--- config.mk ---
export PLATFORM = sky130hd
export DESIGN_NAME = burst_addr_gen
export DESIGN_NICKNAME = d
export VERILOG_FILES = /design/src/rtl/burst_addr_pkg.sv /design/src/rtl/burst_addr_decode.sv /design/src/rtl/burst_addr_next.sv /design/src/rtl/burst_addr_reg.sv /design/src/rtl/burst_addr_gen.sv
export SDC_FILE = /design/constraint.sdc
export NUM_CORES = 1
export LEC_CHECK = 0
export ABC_CLOCK_PERIOD_IN_PS = 2500
export CORE_MARGIN = 10
export CORE_UTILIZATION = 46
export DETAILED_ROUTE_END_ITERATION = 7
export PLACE_DENSITY = 0.83
export SKIP_LAST_GASP = 1
export SYNTH_ARGS = -nofsm -noshare
export SYNTH_HDL_FRONTEND = slang
export SYNTH_SLANG_ARGS = --single-unit
--- constraint.sdc ---
create_clock -name clk -period 2.5 [get_ports clk]
set_input_delay 0.375 -clock clk [delete_from_list [all_inputs] [get_ports clk]]
set_output_delay 0.375 -clock clk [all_outputs]
set_load 0.02 [all_outputs]
--- src/rtl/burst_addr_pkg.sv ---
package burst_addr_pkg;

  typedef enum logic [1:0] {
    OP_HOLD  = 2'd0,
    OP_STEP  = 2'd1,
    OP_LOAD  = 2'd2,
    OP_CLEAR = 2'd3
  } addr_op_e;

endpackage

--- src/rtl/burst_addr_decode.sv ---
module burst_addr_decode
  import burst_addr_pkg::*;
(
  input  logic     zero_n,
  input  logic     load_n,
  input  logic     step_n,
  output addr_op_e op
);

  // Priority: clear, then load, then step, otherwise hold.
  always_comb begin
    if (!zero_n)      op = OP_CLEAR;
    else if (!load_n) op = OP_LOAD;
    else if (!step_n) op = OP_STEP;
    else              op = OP_HOLD;
  end

endmodule

--- src/rtl/burst_addr_next.sv ---
module burst_addr_next
  import burst_addr_pkg::*;
#(
  parameter int ADDR_W = 13
) (
  input  addr_op_e          op,
  input  logic [ADDR_W-1:0] cur,
  input  logic [ADDR_W-1:0] ext,
  output logic [ADDR_W-1:0] nxt
);

  localparam logic [ADDR_W-1:0] ONE = ADDR_W'(1);

  logic [ADDR_W-1:0] inc;

  // Modulo increment: the carry out of the top bit is dropped.
  assign inc = cur + ONE;

  always_comb begin
    unique case (op)
      OP_CLEAR: nxt = '0;
      OP_LOAD:  nxt = ext;
      OP_STEP:  nxt = inc;
      default:  nxt = cur;
    endcase
  end

endmodule

--- src/rtl/burst_addr_reg.sv ---
module burst_addr_reg #(
  parameter int ADDR_W = 13
) (
  input  logic              clk,
  input  logic              rst_n,
  input  logic [ADDR_W-1:0] d,
  output logic [ADDR_W-1:0] q
);

  always_ff @(posedge clk) begin
    if (!rst_n) q <= '0;
    else        q <= d;
  end

  // synchronous reset forces the counter to zero
  p_sync_reset_r1: assert property (@(posedge clk) !rst_n |=> (q == '0));

endmodule

--- src/rtl/burst_addr_gen.sv ---
module burst_addr_gen
  import burst_addr_pkg::*;
#(
  parameter int ADDR_W = 13
) (
  input  logic              clk,
  input  logic              rst_n,
  input  logic [ADDR_W-1:0] ext_addr,
  input  logic              load_n,
  input  logic              step_n,
  input  logic              zero_n,
  output logic [ADDR_W-1:0] int_addr
);

  localparam logic [ADDR_W-1:0] TOP_ADDR = {ADDR_W{1'b1}};

  addr_op_e          op;
  logic [ADDR_W-1:0] nxt;

  burst_addr_decode u_decode (
    .zero_n (zero_n),
    .load_n (load_n),
    .step_n (step_n),
    .op     (op)
  );

  burst_addr_next #(.ADDR_W(ADDR_W)) u_next (
    .op  (op),
    .cur (int_addr),
    .ext (ext_addr),
    .nxt (nxt)
  );

  burst_addr_reg #(.ADDR_W(ADDR_W)) u_reg (
    .clk   (clk),
    .rst_n (rst_n),
    .d     (nxt),
    .q     (int_addr)
  );

  // clear wins over every other control
  p_clear_zero_r2: assert property (@(posedge clk) disable iff (!rst_n)
    !zero_n |=> (int_addr == '0));

  // load takes the bus address, whatever the step enable
  p_load_ext_r3: assert property (@(posedge clk) disable iff (!rst_n)
    (zero_n && !load_n) |=> (int_addr == $past(ext_addr)));

  // a step adds one to the current address
  p_step_inc_r4: assert property (@(posedge clk) disable iff (!rst_n)
    (zero_n && load_n && !step_n) |=> (int_addr == ADDR_W'($past(int_addr) + 1'b1)));

  // no control asserted keeps the address
  p_hold_stable_r5: assert property (@(posedge clk) disable iff (!rst_n)
    (zero_n && load_n && step_n) |=> $stable(int_addr));

  // stepping off the top address wraps to zero
  p_wrap_zero_r6: assert property (@(posedge clk) disable iff (!rst_n)
    (zero_n && load_n && !step_n && int_addr == TOP_ADDR) |=> (int_addr == '0));

endmodule

# Yosys cells after proc, flatten, opt, wreduce, memory -nomap -nowiden

Cells that the tools add are included.
Widths: inputs -> output; s select.

Output and inout bits: 13
Logic and storage cells: 10
Bits in registers: 13

Equality and inequality tests: 3
Reductions and logical operators: 1
Mux-type cells: 4
Add/sub/neg operators: 1

Operators with widths:

| cell                  | number |
|---|---|
| $pmux 13 s3           | 1 |
| $add 13x1->13 const B | 1 |
| $eq 2x2->1 const B    | 2 |
| $mux 2                | 2 |
| $reduce_bool 3->1     | 1 |
| $eq 2x1->1 const B    | 1 |
| $mux 1                | 1 |

# Longest topological paths before layout

Gate-level depths: netlist of the first run.

Depth after elaboration: 5
Depth in mapped cells: 6
Gate-level depth less buffers: 5

# Modules after synthesis

A second synthesis of the first run with hierarchy kept.

Cells, all modules: 115
Area total of the unflattened synthesis: 973.4 um2

By module, submodules not included:

| module            | cells an instance | instances | area each (um2) |
|---|---|---|---|
| burst_addr_next   | 85                | 1         | 593.1 |
| burst_addr_reg    | 27                | 1         | 364.1 |
| burst_addr_decode | 3                 | 1         | 16.3 |

# Least setup slack after synthesis of the first run

No wires, ideal clock.

Kind: reg-to-reg
Start: register u_reg.q[0]
End: register u_reg.q[12]
Cell stages (with the launch flop): 6
Slack: 0.932 ns
Clock period less this slack: 1.568 ns
Arrival: 1.445 ns
Library setup time: 0.124 ns
Data required time: 2.376 ns
Path through: dfxtp_1 -> ha_1 -> nand4_2 -> nor4_1 -> a2bb2oi_1 -> nor3_1

Cells in the longest elaborated chain, start to end: 2

Ends and longest elaborated chain:

| item                     | RTL line              | source |
|---|---|---|
| start: declaration       | burst_addr_reg.sv:7   | `output logic [ADDR_W-1:0] q` |
| start signal: assignment | burst_addr_reg.sv:11  | `if (!rst_n) q <= '0;` |
| start signal: assignment | burst_addr_reg.sv:12  | `else q <= d;` |
| $add 13x1->13            | burst_addr_next.sv:17 | `assign inc = cur + ONE;` |
| $pmux 13 s3              | burst_addr_next.sv:20 | `unique case (op)` |

No other way between the ends.
A chain may end at the register's enable or synchronous reset.

# Worst setup path in the final report of the first run

Start: register u_reg.q[2]
End: output int_addr[2]

RTL lines:

| item             | RTL line             | source |
|---|---|---|
| end: declaration | burst_addr_gen.sv:12 | `output logic [ADDR_W-1:0] int_addr` |

No word-level cell between the ends.

==> reports/metrics.json, run 1 <==
{
  "period_needed": {"value": 1800, "unit": "ps"},
  "die_area": {"value": 3890, "unit": "um2"},
  "htreeDepth": {"value": 1},
  "final.setup.tns": {"value": 0, "unit": "ps"},
  "vias_in_the_first_global_route": {"value": 932},
  "first_pass_iters": {"value": 5},
  "path_buf_inv": {"value": 1},
  "synth_edf_count": {"value": 0},
  "cts_num_sinks": {"value": 13},
  "maxCapViolations": {"value": 0},
  "grt_overflow_total": {"value": 0},
  "r2r_cells": {"value": 5},
  "place_congestion": {"value": 0.863},
  "critical_path.endpoint_type": {"value": "primary output"},
  "post_synth_mux_area_share": {"value": 0.0121},
  "design_power_total": {"value": 0.463, "unit": "mW"},
  "p_leak": {"value": 0.376, "unit": "nW"},
  "clock_pin_slew_worst_setup_and_hold_paths": {"value": 80, "unit": "ps"},
  "synth_common_cells": {"value": "dfxtp_1, nor2_1, nor3_1"},
  "critical_path_cell_count": {"value": 1},
  "outcome": {"value": "finished, final reports clean"},
  "rr_endpoint": {"value": "u_reg.q[12]"},
  "synth_compound_gate_area_share": {"value": 0.234},
  "slew_viol_final": {"value": 0},
  "yosysWarnings": {"value": 0},
  "sw_frac_of_total": {"value": 0.284},
  "cp.required": {"value": 2120, "unit": "ps"},
  "detailroute.via_count": {"value": 903},
  "mappedNetlistNets": {"value": 114},
  "largest_register_ff_count": {"value": 13},
  "min_path_type": {"value": "flop to flop"},
  "synth-seq-area-share": {"value": 0.315},
  "1st_iter_drt_viols": {"value": 32},
  "dpl_cell_area": {"value": 1160, "unit": "um2"},
  "rsz0062_at_grt": {"value": "false"},
  "critPathCapture": {"value": "int_addr[2]"},
  "critical-path-top-delay-family": {"value": "buffers and inverters"},
  "worstSetupPathType": {"value": "flop to primary output"},
  "register_with_the_most_flip_flops": {"value": "u_reg.q"},
  "yosys.area_share.simple": {"value": 0.328},
  "antenna_left": {"value": 0},
  "area_delta_synth_final": {"value": 43.6, "unit": "%"},
  "m1_gr_usage": {"value": 0.139},
  "timing.slew.headroom": {"value": 0.726},
  "die_height": {"value": 62.4, "unit": "um"},
  "grt.busiest_layer": {"value": "met2"},
  "synth_area_leaders": {"value": "dfxtp_1, nor2_1, xnor2_1"},
  "dominant_combinational_cell_family_by_area_after_synthesis": {"value": "simple AND/OR/NAND/NOR gates"},
  "antenna_found_initial": {"value": 0},
  "clock_power_share": {"value": 0.296},
  "number_of_gates_resized_after_cts": {"value": 0},
  "top_regs": {"value": "u_reg.q (13)"},
  "yosysMostFrequentCell": {"value": "dfxtp_1"},
  "wl": {"value": 2550, "unit": "um"},
  "hold-worst-slack": {"value": 577, "unit": "ps"},
  "crit_path_start": {"value": "u_reg.q[2]"},
  "worst-endpoint-arrival": {"value": 1430, "unit": "ps"},
  "setup-violations-final": {"value": 0},
  "tritoncts": {"value": "built"},
  "antenna-diode-count": {"value": 0},
  "detail_route.drc_violations": {"value": 0},
  "synth-adder-area-share": {"value": 0.0151},
  "cp-start-kind": {"value": "flop"},
  "synth_top_area_frac": {"value": 0.315},
  "layout.cell_area.non_filler": {"value": 1190, "unit": "um2"},
  "initial_core_utilization": {"value": 0.484},
  "post_synth_num_cell_types": {"value": 39},
  "reg2reg_from": {"value": "u_reg.q[0]"},
  "critical-path-slowest-cell": {"value": "clkdlybuf4s50_1"},
  "synthesis.area": {"value": 827, "unit": "um2"},
  "ys_ff_latch": {"value": 13},
  "clock_path_buffers": {"value": 2},
  "timing.critical_path.cells": {"value": "clkdlybuf4s50_1"},
  "worst_path_largest_cell_delay": {"value": 660, "unit": "ps"},
  "pwr_density_cell": {"value": 390, "unit": "nW/um2"},
  "grt_max_degree": {"value": 14},
  "p_switching": {"value": 0.131, "unit": "mW"},
  "die_w": {"value": 62.4, "unit": "um"},
  "hold_violations": {"value": 0},
  "final_setup_skew": {"value": 5.81, "unit": "ps"},
  "port-buffer-count": {"value": 30},
  "clock_tree.root_cell": {"value": "clkbuf_4"},
  "post-route-period-util": {"value": 0.721},
  "hpwl_dp": {"value": 1970, "unit": "um"},
  "wl_per_instance": {"value": 16.8, "unit": "um"},
  "share_of_flip_flops_with_an_asynchronous_set_or_reset_after_synthesis": {"value": 0},
  "peakVddDrop": {"value": 0.299, "unit": "mV"},
  "logic_gate_share_of_total_power": {"value": 0.220},
  "groute.layer.met3.usage": {"value": 0.0520},
  "worstPathMaxFanout": {"value": 6},
  "internal_power": {"value": 0.331, "unit": "mW"},
  "io_pins": {"value": 31},
  "cts_inserted_buffers": {"value": 3},
  "synthXorXnorAreaFrac": {"value": 0.0530},
  "post_synth_inst_count": {"value": 95},
  "ff2ff_setup_slack": {"value": 820, "unit": "ps"},
  "worstMarginPinSlew": {"value": 410, "unit": "ps"},
  "clock_insertion_delay_worst_skew": {"value": 290, "unit": "ps"},
  "cts_hold_repair_buffers": {"value": 0},
  "core-area": {"value": 1710, "unit": "um2"},
  "wire_length_of_the_first_global_routing_pass": {"value": 4220, "unit": "um"},
  "num_rows": {"value": 15},
  "power.sequential.fraction": {"value": 0.485},
  "global_route.usage.met2": {"value": 0.214},
  "postCtsSetupRepairBufs": {"value": 0},
  "num-nets-final": {"value": 147},
  "via_per_inst": {"value": 5.94},
  "postSynthAreaPerCell": {"value": 8.71, "unit": "um2"},
  "drive_above_1_share": {"value": 0.126},
  "fmax": {"value": 0.555, "unit": "GHz"},
  "grtUsageTotal": {"value": 0.131},
  "yosys.area.top_type": {"value": "dfxtp_1"},
  "synth_top_flop_cell": {"value": "dfxtp_1"}
}
## per-layer routing
layer | up-vias | routed length, um | part of all wire
met5 | - | 0 | 0
met4 | 0 | 70 | 0.027
met3 | 7 | 226 | 0.089
met2 | 42 | 1170 | 0.46
met1 | 420 | 1080 | 0.43
li1 | 434 | - | -
## cells by family (layout without fill, tap and decap cells)
logic type | after synthesis | in the layout
fa+ha+maj | 1 | 1
xor+xnor | 5 | 5
mux | 1 | 1
compound gates | 23 | 23
simple gates | 44 | 44
flops | 13 | 13
buf+inv | 8 | 40
## metrics by stage
stage / util / setup WS (ps) / cells
floorplan: - / 932 / 95
detailed placement: 0.680 / 563 / 148
CTS: 0.695 / 693 / 152
finish: 0.695 / 697 / 152
global route: 0.695 / 662 / 152
global placement: 0.680 / 659 / 148
## area by class of cell
type                            count  area, um2
Fill cell                         138        520
Multi-Input combinational cell     74        532
Sequential cell                    13        260
Clock buffer                        4       26.3
Timing Repair Buffer               34        330
Tap cell                           25       31.3
Inverter                            2       7.51
## worst min path at each step
stage	start	end	slack [ps]	cells past startpoint
after floorplan	rst_n	u_reg.q[12]	520	2
after global placement	u_reg.q[10]	u_reg.q[10]	570	2
after detailed placement	u_reg.q[10]	u_reg.q[10]	560	2
after CTS	u_reg.q[10]	u_reg.q[10]	580	2
after global routing	u_reg.q[10]	u_reg.q[10]	600	2
final	u_reg.q[10]	u_reg.q[10]	580	2
## power groups by stage
stage	logic [mW]	clock network (mW)	registers, mW
4_1_cts	0.102	0.139	0.224
6_report	0.102	0.137	0.224
2_1_floorplan	0.0406	0	0.235
5_1_grt	0.110	0.146	0.225
3_5_place_dp	0.101	0	0.229
3_3_place_gp	0.0992	0	0.228
## worst register-to-register path, stage by stage, from the launching register on
cell and delay, ps:
dfxtp_1 430, ha_1 240, nand4_2 260, nor4_1 370, a2bb2oi_1 190, nor3_1 80
## cells in the final DEF (no fill, tap or decap), types with 2 or more instances in the layout
cell,instances
nor2_1,12
a2111oi_2,2
clkbuf_4,3
a221oi_1,2
nor4_1,2
buf_4,4
a21oi_1,4
nand2_1,4
nor3_1,5
dfxtp_1,13
nor2b_1,2
clkdlybuf4s50_1,30
nand2b_1,2
nand3_1,3
inv_1,2
xnor2_1,4
o211ai_1,3
a211oi_1,4
nand4_1,4
(Power assumes the default switching activity.)
==> run 2, diff against run 1 <==
--- a/config.mk
+++ b/config.mk
@@ -5,11 +5,11 @@
 export SDC_FILE = /design/constraint.sdc
 export NUM_CORES = 1
 export LEC_CHECK = 0
-export ABC_CLOCK_PERIOD_IN_PS = 2500
+export ABC_CLOCK_PERIOD_IN_PS = 1800
 export CORE_MARGIN = 10
-export CORE_UTILIZATION = 46
+export CORE_UTILIZATION = 43
 export DETAILED_ROUTE_END_ITERATION = 7
-export PLACE_DENSITY = 0.83
+export PLACE_DENSITY = 0.78
 export SKIP_LAST_GASP = 1
 export SYNTH_ARGS = -nofsm -noshare
 export SYNTH_HDL_FRONTEND = slang
==> constraint.sdc (replaced) <==
create_clock -name clk -period 1.8 [get_ports clk]
set_input_delay 0.27 -clock clk [delete_from_list [all_inputs] [get_ports clk]]
set_output_delay 0.27 -clock clk [all_outputs]
set_load 0.02 [all_outputs]
==> reports/metrics.json, run 2 (synthesized netlist as in run 1, its figures left out) <==
{
  "outcome": {"value": "finished, final reports clean"},
  "worst_path_largest_cell_delay": {"value": 660, "unit": "ps"},
  "vias_in_the_first_global_route": {"value": 846},
  "ff2ff_setup_slack": {"value": 200, "unit": "ps"},
  "clock_pin_slew_worst_setup_and_hold_paths": {"value": 70, "unit": "ps"},
  "num-nets-final": {"value": 151},
  "critical-path-slowest-cell": {"value": "clkdlybuf4s50_1"},
  "1st_iter_drt_viols": {"value": 43},
  "hold_violations": {"value": 0},
  "hpwl_dp": {"value": 1830, "unit": "um"},
  "htreeDepth": {"value": 1},
  "worstSetupPathType": {"value": "flop to primary output"},
  "worstPathMaxFanout": {"value": 6},
  "post-route-period-util": {"value": 0.930},
  "detail_route.drc_violations": {"value": 0},
  "num_rows": {"value": 15},
  "register_with_the_most_flip_flops": {"value": "u_reg.q"},
  "clock_insertion_delay_worst_skew": {"value": 280, "unit": "ps"},
  "die_area": {"value": 4080, "unit": "um2"},
  "wl": {"value": 2370, "unit": "um"},
  "via_per_inst": {"value": 5.55},
  "maxCapViolations": {"value": 0},
  "first_pass_iters": {"value": 4},
  "core-area": {"value": 1780, "unit": "um2"},
  "clock_tree.root_cell": {"value": "clkbuf_4"},
  "place_congestion": {"value": 0.878},
  "hold_depth": {"value": 3},
  "tritoncts": {"value": "built"},
  "worst-endpoint-arrival": {"value": 1400, "unit": "ps"},
  "antenna_found_initial": {"value": 0},
  "reg2reg_from": {"value": "u_reg.q[1]"},
  "wl_met1": {"value": 1100, "unit": "um"},
  "period_needed": {"value": 1670, "unit": "ps"},
  "cts_hold_repair_buffers": {"value": 0},
  "cts_num_sinks": {"value": 13},
  "rr_endpoint": {"value": "u_reg.q[12]"},
  "port-buffer-count": {"value": 30},
  "die_height": {"value": 63.9, "unit": "um"},
  "wire_length_of_the_first_global_routing_pass": {"value": 3900, "unit": "um"},
  "met2_wirelength": {"value": 1030, "unit": "um"},
  "final.setup.tns": {"value": 0, "unit": "ps"},
  "postCtsSetupRepairBufs": {"value": 0},
  "r2r_cells": {"value": 5},
  "slew_viol_final": {"value": 0},
  "p_leak": {"value": 0.396, "unit": "nW"},
  "multi_input_comb_area": {"value": 532, "unit": "um2"},
  "pwr_density_cell": {"value": 525, "unit": "nW/um2"},
  "routed.top_layer": {"value": "met4"},
  "worstMarginPinSlew": {"value": 440, "unit": "ps"},
  "timing.slew.headroom": {"value": 0.706},
  "io_pins": {"value": 31},
  "grt_max_degree": {"value": 16},
  "cp.required": {"value": 1530, "unit": "ps"},
  "fillCellCount": {"value": 137},
  "die_w": {"value": 63.9, "unit": "um"},
  "area_delta_synth_final": {"value": 47.2, "unit": "%"},
  "cp-start-kind": {"value": "flop"},
  "critical-path-top-delay-family": {"value": "buffers and inverters"},
  "final-seq-area": {"value": 260, "unit": "um2"},
  "layout.cells.most_common": {"value": "clkdlybuf4s50_1"},
  "largest_register_ff_count": {"value": 13},
  "path_buf_inv": {"value": 1},
  "final_setup_skew": {"value": 6.05, "unit": "ps"},
  "clock_path_buffers": {"value": 2},
  "holdPathEnd": {"value": "u_reg.q[1]"},
  "timing.critical_path.cells": {"value": "clkdlybuf4s50_1"},
  "initial_core_utilization": {"value": 0.464},
  "number_of_gates_resized_after_cts": {"value": 0},
  "critical_path.endpoint_type": {"value": "primary output"},
  "antenna_left": {"value": 0},
  "drive_above_1_share": {"value": 0.153},
  "wl_met3": {"value": 202, "unit": "um"},
  "fmax": {"value": 0.597, "unit": "GHz"},
  "layout_common_cells": {"value": "clkdlybuf4s50_1, dfxtp_1, nor2_1, buf_4, nor3_1"},
  "cts_inserted_buffers": {"value": 3},
  "hold_path_startpoint": {"value": "ext_addr[1]"},
  "peakVddDrop": {"value": 0.385, "unit": "mV"},
  "rsz0062_at_grt": {"value": "false"},
  "min_path_type": {"value": "primary input to flop"},
  "top_regs": {"value": "u_reg.q (13)"},
  "grtUsageTotal": {"value": 0.118},
  "detailroute.via_count": {"value": 866},
  "setup-violations-final": {"value": 0},
  "antenna-diode-count": {"value": 0},
  "layout.core_utilization": {"value": 0.683},
  "wl_per_instance": {"value": 15.2, "unit": "um"},
  "grt_overflow_total": {"value": 0}
}
run 2: cell count changes in the layout (fill, tap and decap cells not counted):
| cell | delta |
|---|---|
| buf_4 | +4 |
run 2: metrics by stage:
step / cell area, um2 / worst slack [ps] / std cells / hold WS, ps / total power [mW]
2_1_floorplan: 827 / 232 / 95 / 411 / 0.382
3_3_place_gp: 1190 / 115 / 152 / 533 / 0.461
3_5_place_dp: 1190 / 85.5 / 152 / 546 / 0.463
4_1_cts: 1220 / 115 / 156 / 550 / 0.649
5_1_grt: 1220 / 42.7 / 156 / 566 / 0.674
6_report: 1220 / 126 / 156 / 556 / 0.639
run 2: worst max path at each step:
| stage | start | to | slack [ps] | cells after the start |
|---|---|---|---|---|
| after floorplan | u_reg.q[0] | u_reg.q[12] | 230 | 5 |
| after global placement | load_n | u_reg.q[4] | 120 | 5 |
| after detailed placement | zero_n | u_reg.q[4] | 90 | 5 |
| after CTS | u_reg.q[2] | int_addr[2] | 120 | 1 |
| after global routing | u_reg.q[2] | int_addr[2] | 40 | 1 |
| final | u_reg.q[2] | int_addr[2] | 130 | 1 |
run 2: power breakdown:
group	total (mW)	switching [mW]	internal [mW]
clock	0.183	0.0968	0.0860
sequential	0.310	0.0130	0.297
combinational	0.147	0.0645	0.0824
total	0.639	0.174	0.465
run 2: tightest hold or removal path, stage by stage:
cell and delay [ps]:
clkdlybuf4s50_1 390, nand2b_1 70, a21oi_1 50
run 2: layout make-up:
type / instances / area share
Clock buffer: 4 / 0.0216
Inverter: 2 / 0.00617
Timing Repair Buffer: 38 / 0.296
Sequential cell: 13 / 0.214
Tap cell: 25 / 0.0257
Multi-Input combinational cell: 74 / 0.437
run 2: layer usage:
| layer | vias to the layer above | global-route usage |
|---|---|---|
| met4 | 0 | 0.0574 |
| met3 | 4 | 0.0540 |
| li1 | 437 | - |
| met2 | 36 | 0.168 |
| met1 | 389 | 0.145 |
| met5 | - | 0 |
==> run 3, diff against run 2 <==
--- a/config.mk
+++ b/config.mk
@@ -9,8 +9,8 @@
 export CORE_MARGIN = 10
 export CORE_UTILIZATION = 43
 export DETAILED_ROUTE_END_ITERATION = 7
+export GPL_TIMING_DRIVEN = 0
 export PLACE_DENSITY = 0.78
-export SKIP_LAST_GASP = 1
 export SYNTH_ARGS = -nofsm -noshare
 export SYNTH_HDL_FRONTEND = slang
 export SYNTH_SLANG_ARGS = --single-unit
==> reports/metrics.json, run 3 (synthesized netlist as in run 1, its figures left out) <==
{
  "logic_gate_share_of_total_power": {"value": 0.215},
  "power.sequential.fraction": {"value": 0.494},
  "antenna_left": {"value": 0},
  "p_switching": {"value": 0.177, "unit": "mW"},
  "rsz0062_at_grt": {"value": "false"},
  "port-buffer-count": {"value": 28},
  "min_path_type": {"value": "primary input to flop"},
  "cts_inserted_buffers": {"value": 3},
  "htreeDepth": {"value": 1},
  "worstMarginPinSlew": {"value": 477, "unit": "ps"},
  "worstPathMaxFanout": {"value": 6},
  "routed.top_layer": {"value": "met4"},
  "first_pass_iters": {"value": 4},
  "die_w": {"value": 63.9, "unit": "um"},
  "crit_path_start": {"value": "u_reg.q[2]"},
  "grt_max_degree": {"value": 11},
  "wl_met3": {"value": 173, "unit": "um"},
  "final_setup_skew": {"value": 3.99, "unit": "ps"},
  "worst_path_largest_cell_delay": {"value": 670, "unit": "ps"},
  "hold_path_startpoint": {"value": "zero_n"},
  "register_with_the_most_flip_flops": {"value": "u_reg.q"},
  "num-nets-final": {"value": 147},
  "cp.required": {"value": 1530, "unit": "ps"},
  "worst-endpoint-arrival": {"value": 1450, "unit": "ps"},
  "clock_pin_slew_worst_setup_and_hold_paths": {"value": 80, "unit": "ps"},
  "period_needed": {"value": 1720, "unit": "ps"},
  "path_buf_inv": {"value": 1},
  "vias_in_the_first_global_route": {"value": 887},
  "sw_frac_of_total": {"value": 0.281},
  "1st_iter_drt_viols": {"value": 48},
  "cp-start-kind": {"value": "flop"},
  "clock_insertion_delay_worst_skew": {"value": 280, "unit": "ps"},
  "critical-path-slowest-cell": {"value": "clkdlybuf4s50_1"},
  "worstSetupPathType": {"value": "flop to primary output"},
  "largest_register_ff_count": {"value": 13},
  "layout_common_cells": {"value": "clkdlybuf4s50_1, dfxtp_1, nor2_1, nor3_1"},
  "tritoncts": {"value": "built"},
  "critical_path.endpoint_type": {"value": "primary output"},
  "layout.core_utilization": {"value": 0.662},
  "wl_met1": {"value": 1160, "unit": "um"},
  "timing.slew.headroom": {"value": 0.682},
  "cts_num_sinks": {"value": 13},
  "hold_violations": {"value": 0},
  "detailroute.via_count": {"value": 870},
  "dpl_cell_area": {"value": 1140, "unit": "um2"},
  "wl": {"value": 2510, "unit": "um"},
  "detailedPlace.worstSlack": {"value": 15.1, "unit": "ps"},
  "slew_viol_final": {"value": 0},
  "fmax": {"value": 0.581, "unit": "GHz"},
  "core-area": {"value": 1780, "unit": "um2"},
  "initial_core_utilization": {"value": 0.464},
  "post-route-period-util": {"value": 0.956},
  "setup-violations-final": {"value": 0},
  "num_rows": {"value": 15},
  "met2_wirelength": {"value": 1150, "unit": "um"},
  "peakVddDrop": {"value": 0.408, "unit": "mV"},
  "die_area": {"value": 4080, "unit": "um2"},
  "grtUsageTotal": {"value": 0.123},
  "final.setup.tns": {"value": 0, "unit": "ps"},
  "fin_ws": {"value": 80.0, "unit": "ps"},
  "wl_per_instance": {"value": 16.5, "unit": "um"},
  "p_leak": {"value": 0.370, "unit": "nW"},
  "postCtsSetupRepairBufs": {"value": 0},
  "clock_tree.root_cell": {"value": "clkbuf_4"},
  "hpwl_dp": {"value": 1840, "unit": "um"},
  "layout.cells.most_common": {"value": "clkdlybuf4s50_1"},
  "area_delta_synth_final": {"value": 42.7, "unit": "%"},
  "place_congestion": {"value": 0.849},
  "timing.critical_path.cells": {"value": "clkdlybuf4s50_1"},
  "wire_length_of_the_first_global_routing_pass": {"value": 4200, "unit": "um"},
  "via_per_inst": {"value": 5.72},
  "top_regs": {"value": "u_reg.q (13)"},
  "clock_power_share": {"value": 0.292},
  "detail_route.drc_violations": {"value": 0},
  "fillCellCount": {"value": 154},
  "grt_overflow_total": {"value": 0},
  "io_pins": {"value": 31},
  "antenna-diode-count": {"value": 0},
  "drive_above_1_share": {"value": 0.134},
  "layout.cell_area.non_filler": {"value": 1180, "unit": "um2"},
  "reg2reg_from": {"value": "u_reg.q[0]"},
  "antenna_found_initial": {"value": 0},
  "outcome": {"value": "finished, final reports clean"},
  "maxCapViolations": {"value": 0},
  "die_height": {"value": 63.9, "unit": "um"},
  "pwr_density_cell": {"value": 535, "unit": "nW/um2"},
  "internal_power": {"value": 0.454, "unit": "mW"},
  "clock_path_buffers": {"value": 2},
  "critical-path-top-delay-family": {"value": "buffers and inverters"}
}
==> run 3: cell count changes in the layout (fill, tap and decap cells not counted), sizes merged <==
cell           previous run  this run
buf                       8         4
clkbuf                    4         6
clkdlybuf4s50            30        28
==> run 3: per-layer routing <==
metal  global-route usage  vias up
met5                    0        -
met4               0.0492        0
met2                0.178       35
met1                0.160      398
li1                     -      431
met3               0.0470        6
==> run 3: per-stage QoR <==
| step | hold WS, ps | power, mW | cells |
|---|---|---|---|
| global placement | 532 | 0.450 | 148 |
| CTS | 313 | 0.634 | 152 |
| global route | 328 | 0.657 | 152 |
| detailed placement | 556 | 0.452 | 148 |
| floorplan | 411 | 0.382 | 95 |
| finish | 326 | 0.632 | 152 |
==> run 3: final cells by class <==
| cell class | count | area, um2 | area share |
|---|---|---|---|
| Buffer | 6 | 27.5 | 0.0233 |
| Clock buffer | 4 | 26.3 | 0.0223 |
| Inverter | 2 | 7.51 | 0.00636 |
| Multi-Input combinational cell | 74 | 547 | 0.463 |
| Sequential cell | 13 | 260 | 0.221 |
| Tap cell | 25 | 31.3 | 0.0265 |
| Timing Repair Buffer | 28 | 280 | 0.238 |
==> run 3: worst paths after layout <==
path                               endpoint  slack, ps  cells past startpoint
worst max-delay path            int_addr[2]         80                      1
worst min register to register  u_reg.q[10]        570                      2
worst max register to register  u_reg.q[12]        200                      5
worst min-delay path             u_reg.q[5]        330                      3
==> run 3: power by group through the flow <==
stage,sequential (mW),combinational (mW),clock [mW]
3_5_place_dp,0.317,0.135,0
2_1_floorplan,0.326,0.0564,0
3_3_place_gp,0.317,0.134,0
6_report,0.312,0.136,0.184
4_1_cts,0.311,0.136,0.187
5_1_grt,0.314,0.147,0.196
==> run 3: repair_timing <==
action | CTS | global route
setup endpoints to repair | 0 | 1
endpoints found under the hold margin | 0 | 0
hold buffers | 0 | 0
resized for setup | 0 | 2
